## src/rtl/hs_buf_pkg.sv

```systemverilog
package hs_buf_pkg;
  typedef enum logic {
    IN_IDLE,
    IN_ACKED
  } in_state_e;

  typedef enum logic [1:0] {
    OUT_IDLE,
    OUT_OFFER,
    OUT_RELEASE
  } out_state_e;
endpackage

```

## src/rtl/hs_in_ctrl.sv

```systemverilog
module hs_in_ctrl
  import hs_buf_pkg::*;
(
  input  logic clk_i,
  input  logic rst_ni,
  input  logic req_i,
  input  logic full_i,
  output logic ack_o,
  output logic load_o
);
  in_state_e state_q, state_d;

  always_comb begin
    state_d = state_q;
    load_o  = 1'b0;
    unique case (state_q)
      IN_IDLE: if (req_i && !full_i) begin
        load_o  = 1'b1;
        state_d = IN_ACKED;
      end
      IN_ACKED: if (!req_i) state_d = IN_IDLE;
      default: state_d = IN_IDLE;
    endcase
  end

  always_ff @(posedge clk_i or negedge rst_ni) begin
    if (!rst_ni) state_q <= IN_IDLE;
    else         state_q <= state_d;
  end

  assign ack_o = (state_q == IN_ACKED);

  // ack follows the request level of the previous cycle
  a_r4_ack_rise: assert property (@(posedge clk_i) disable iff (!rst_ni)
    $rose(ack_o) |-> $past(req_i));
  a_r4_ack_fall: assert property (@(posedge clk_i) disable iff (!rst_ni)
    $fell(ack_o) |-> !$past(req_i));
endmodule

```

## src/rtl/hs_out_ctrl.sv

```systemverilog
module hs_out_ctrl
  import hs_buf_pkg::*;
(
  input  logic clk_i,
  input  logic rst_ni,
  input  logic full_i,
  input  logic ack_i,
  output logic req_o,
  output logic done_o
);
  out_state_e state_q, state_d;

  always_comb begin
    state_d = state_q;
    done_o  = 1'b0;
    unique case (state_q)
      OUT_IDLE:    if (full_i && !ack_i) state_d = OUT_OFFER;
      OUT_OFFER:   if (ack_i) state_d = OUT_RELEASE;
      OUT_RELEASE: if (!ack_i) begin
        done_o  = 1'b1;
        state_d = OUT_IDLE;
      end
      default: state_d = OUT_IDLE;
    endcase
  end

  always_ff @(posedge clk_i or negedge rst_ni) begin
    if (!rst_ni) state_q <= OUT_IDLE;
    else         state_q <= state_d;
  end

  assign req_o = (state_q == OUT_OFFER);

  a_r6_req_rise: assert property (@(posedge clk_i) disable iff (!rst_ni)
    $rose(req_o) |-> !$past(ack_i));
  a_r6_req_fall: assert property (@(posedge clk_i) disable iff (!rst_ni)
    $fell(req_o) |-> $past(ack_i));
endmodule

```

## src/rtl/hs_slot.sv

```systemverilog
module hs_slot #(
  parameter int unsigned DATA_W = 32
) (
  input  logic              clk_i,
  input  logic              rst_ni,
  input  logic              load_i,
  input  logic              clear_i,
  input  logic [DATA_W-1:0] data_i,
  output logic [DATA_W-1:0] data_o,
  output logic              full_o
);
  logic [DATA_W-1:0] data_q;
  logic              full_q;

  always_ff @(posedge clk_i or negedge rst_ni) begin
    if (!rst_ni) begin
      data_q <= '0;
      full_q <= 1'b0;
    end else if (load_i) begin
      data_q <= data_i;
      full_q <= 1'b1;
    end else if (clear_i) begin
      full_q <= 1'b0;
    end
  end

  assign data_o = data_q;
  assign full_o = full_q;
endmodule

```

## src/rtl/hs_word_buffer.sv

```systemverilog
module hs_word_buffer #(
  parameter int unsigned DATA_W = 32
) (
  input  logic              clk_i,
  input  logic              rst_ni,
  input  logic              in_req_i,
  output logic              in_ack_o,
  input  logic [DATA_W-1:0] in_data_i,
  output logic              out_req_o,
  input  logic              out_ack_i,
  output logic [DATA_W-1:0] out_data_o
);
  logic load, done, full;

  hs_in_ctrl i_in_ctrl (
    .clk_i  (clk_i),
    .rst_ni (rst_ni),
    .req_i  (in_req_i),
    .full_i (full),
    .ack_o  (in_ack_o),
    .load_o (load)
  );

  hs_slot #(.DATA_W(DATA_W)) i_slot (
    .clk_i   (clk_i),
    .rst_ni  (rst_ni),
    .load_i  (load),
    .clear_i (done),
    .data_i  (in_data_i),
    .data_o  (out_data_o),
    .full_o  (full)
  );

  hs_out_ctrl i_out_ctrl (
    .clk_i  (clk_i),
    .rst_ni (rst_ni),
    .full_i (full),
    .ack_i  (out_ack_i),
    .req_o  (out_req_o),
    .done_o (done)
  );

  // Port-level bookkeeping for the alternation and data checks
  logic              in_ack_d, out_ack_d, owe_q;
  logic [DATA_W-1:0] in_data_d, shadow_q;

  always_ff @(posedge clk_i or negedge rst_ni) begin
    if (!rst_ni) begin
      in_ack_d  <= 1'b0;
      out_ack_d <= 1'b0;
      owe_q     <= 1'b0;
      in_data_d <= '0;
      shadow_q  <= '0;
    end else begin
      in_ack_d  <= in_ack_o;
      out_ack_d <= out_ack_i;
      in_data_d <= in_data_i;
      if (in_ack_o && !in_ack_d) begin
        owe_q    <= 1'b1;
        shadow_q <= in_data_d;
      end else if (out_ack_i && !out_ack_d) begin
        owe_q <= 1'b0;
      end
    end
  end

  a_r3_no_overflow: assert property (@(posedge clk_i) disable iff (!rst_ni)
    $rose(in_ack_o) |-> !owe_q);
  a_r7_no_underflow: assert property (@(posedge clk_i) disable iff (!rst_ni)
    $rose(out_req_o) |-> owe_q);
  a_r8_data_match: assert property (@(posedge clk_i) disable iff (!rst_ni)
    $rose(out_ack_i) |-> out_data_o == shadow_q);
  a_r5_data_hold: assert property (@(posedge clk_i) disable iff (!rst_ni)
    (out_req_o && $past(out_req_o)) |-> $stable(out_data_o));
endmodule

```

## config.mk

```make
export PLATFORM = sky130hd
export DESIGN_NAME = hs_word_buffer
export DESIGN_NICKNAME = d
export VERILOG_FILES = /design/src/rtl/hs_buf_pkg.sv /design/src/rtl/hs_in_ctrl.sv /design/src/rtl/hs_out_ctrl.sv /design/src/rtl/hs_slot.sv /design/src/rtl/hs_word_buffer.sv
export SDC_FILE = /design/constraint.sdc
export NUM_CORES = 1
export LEC_CHECK = 0
export ABC_AREA = 1
export CAP_MARGIN = 15
export CORE_MARGIN = 10
export CORE_UTILIZATION = 65
export DETAILED_ROUTE_END_ITERATION = 10
export DONT_BUFFER_PORTS = 1
export PLACE_DENSITY_LB_ADDON = 0.15
export SYNTH_ARGS = -nofsm -noshare
export SYNTH_HDL_FRONTEND = slang
export SYNTH_SLANG_ARGS = --single-unit
```

## constraint.sdc

```tcl
create_clock -name clk_i -period 2.5 [get_ports clk_i]
set_input_delay 0.5 -clock clk_i [delete_from_list [all_inputs] [get_ports clk_i]]
set_output_delay 0.5 -clock clk_i [all_outputs]
set_load 0.02 [all_outputs]
```

==> flow_metrics.env <==
export IMPL_synth_commonest_cells="nand2_1, dfrtp_1, nand3_1, buf_2, inv_1"
export IMPL_areaGrowthSynthToFinish_pct=2.92
export IMPL_ys_seq_area_frac=0.619
export IMPL_htree_levels=2
export IMPL_die_h_um=67.3
export IMPL_postCtsHoldBufs=2
export IMPL_rsz0062_at_grt="false"
export IMPL_grt_usage=0.152
export IMPL_async_reset_ff_frac=1.00
export IMPL_numCtsBuffers=5
export IMPL_synthCells=158
export IMPL_fin_setup_tns_ns=0
export IMPL_dp_cells=177
export IMPL_ys_warn_count=0
export IMPL_tightest_slew_ns=0.336
export IMPL_muxShareOfSynthArea=0
export IMPL_instances_no_fill=186
export IMPL_status="completed"
export IMPL_crit_required_ns=2.00
export IMPL_clk_latency_ns=0.33
export IMPL_hp_class="in2reg"
export IMPL_clockBufferDepth=2
export IMPL_n_antenna_cell=0
export IMPL_drive_above_1_share=0.0633
export IMPL_ir_worst_vdd_uv=1100
export IMPL_yosysUniqueCellTypes=12
export IMPL_end_kind="output pin"
export IMPL_first_iter_violations=83
export IMPL_synth_top_family_by_area="simple AND/OR/NAND/NOR gates"
export IMPL_path_cells="inv_1 -> nand2_1 -> inv_1"
export IMPL_fin_skew_ns=0.00761
export IMPL_post_drt_wl_per_cell_um=17.8
export IMPL_holdWs_ns=0.223
export IMPL_ctsResizeCount=0
export IMPL_yosys_area_share_simple=0.315
export IMPL_root_buffer="clkbuf_4"
export IMPL_finish_utilization=0.691
export IMPL_fin_crit_sh=0.610
export IMPL_synth_edff_count=0
export IMPL_clock_fmax_ghz=0.656
export IMPL_rows=17
export IMPL_dr_pass1_iters=5
export IMPL_antenna_found_initial=0
export IMPL_drc=0
export IMPL_grt_overflow_total=0
export IMPL_core_area_um2=2170
export IMPL_nets=194
export IMPL_ys_flop_type="dfrtp_1"
export IMPL_synth_top_area_share=0.619
export IMPL_synthAdderAreaFrac=0
export IMPL_setup_viol=0
export IMPL_placed_cell_area_um2=1420
export IMPL_ant_nets=0
export IMPL_avgViaCountPerCell=5.53
export IMPL_cp_start_kind="flip-flop"
export IMPL_criticalPathCategory="reg2out"
export IMPL_cpMaxStageDelayCell="dfrtp_1"
export IMPL_crit_fanout=4
export IMPL_final_setup_worst_slack_ns=0.975
export IMPL_min_period_ns=1.52
export IMPL_synth_compound_area_share=0.00344
export IMPL_drv_cap=0
export IMPL_post_cts_buffers=0
export IMPL_syn_avg_cell_area_um2=9.22
export IMPL_numClockSinks=36
export IMPL_initial_core_util=0.671
export IMPL_worstPathArrival_ns=1.02
export IMPL_critical_path_most_common_cell="inv_1"
export IMPL_dp_final_hpwl_mm=2.44
export IMPL_pre_cts_ws_ns=1.26
export IMPL_synth_xor_area_share=0
export IMPL_cts_tree="yes"
export IMPL_clkTransAtPathRegs_ns=0.10
export IMPL_synthTopCellsByArea="dfrtp_1, nand2_1, nand3_1, buf_6, buf_4"
export IMPL_fp_dieW_um=67.3
export IMPL_slew_viol_final=0
export IMPL_vias=1028
export IMPL_hold_violations=0
export IMPL_cpPeakStageDelay_ns=0.42
export IMPL_grt_pass1_vias=1029
export IMPL_gp_congestion=0.761
export IMPL_synth_seq_cells=36
export IMPL_grt_pass1_wl_mm=5.10
export IMPL_finish_instance_area_um2=1500
export IMPL_synth_nets=194
export IMPL_die_area_um2=4530
export IMPL_yosys_area_top_type="dfrtp_1"
export IMPL_max_slew_margin_rel=0.776
export IMPL_leakage_nw=0.817
export IMPL_synth_most_common_cell="nand2_1"
export IMPL_power_density_nw_per_um2=1390
export IMPL_wl_mm=3.31
export IMPL_netlist_area_um2=1460
export IMPL_io_buffers=0
export IMPL_ios=70
export IMPL_grt_max_degree=37
export IMPL_power_total_mw=2.08
state kept, by name, summed over array words and instances, names as in the netlist:
| name | count |
|---|---|
| i_slot.data_o | 32 |
| i_in_ctrl.ack_o | 1 |
| i_out_ctrl.state_q | 2 |
| i_slot.full_o | 1 |
routing by layer:
layer  part of all wire  up-vias  wire length, um  GRT usage
li1                   -      495                -          -
met1               0.36      475             1190      0.156
met2               0.50       50             1640      0.246
met3               0.13        8              422     0.0826
met4              0.018        0               60     0.0769
met5                  0        -                0          0
report_power, final:
part           switching (mW)  internal [mW]  leakage (nW)
Combinational           0.288          0.154         0.341
Clock                   0.175          0.104        0.0281
Sequential              0.518          0.844         0.448
Total                   0.982           1.10         0.817
final cells by class:
cell class	count	area [um^2]
Timing Repair Buffer	3	37.5
Tap cell	28	35.0
Clock inverter	1	5.00
Multi-Input combinational cell	108	464
Fill cell	176	671
Sequential cell	36	901
Clock buffer	6	41.3
Inverter	4	15.0
worst paths after layout:
path                                  startpoint               endpoint  slack [ns]  cells after the start
setup / recovery           i_out_ctrl.state_q[1]              out_req_o        0.98                      3
hold / removal                         out_ack_i  i_out_ctrl.state_q[0]        0.22                      1
setup reg to reg                 i_in_ctrl.ack_o      i_slot.data_o[19]        1.24                      4
hold reg to reg            i_out_ctrl.state_q[1]  i_out_ctrl.state_q[0]        0.50                      1
max in group asynchronous                 rst_ni      i_slot.data_o[28]        1.67                      2
min in group asynchronous                 rst_ni      i_slot.data_o[25]        0.65                      2
worst max-delay path: cells and delay by family (launching register included):
kind | cells | cell delay, ns
simple gates | 1 | 0.05
buf+inv | 2 | 0.22
flops | 1 | 0.42
cell families after synthesis:
group           after synthesis
compound gates                1
buf+inv                      14
flops                        36
simple gates                107
layout by cell type, fill, tap and decap left out:
cell type	n
buf_4	1
nand3_1	33
inv_1	4
nand2_1	70
nor2_4	1
dfrtp_1	36
nor3_1	1
nor2_1	1
buf_12	1
clkbuf_1	1
clkinv_2	1
clkbuf_4	5
dlygate4sd3_1	1
a21oi_1	1
nand2_4	1
(Power assumes the default switching activity.)
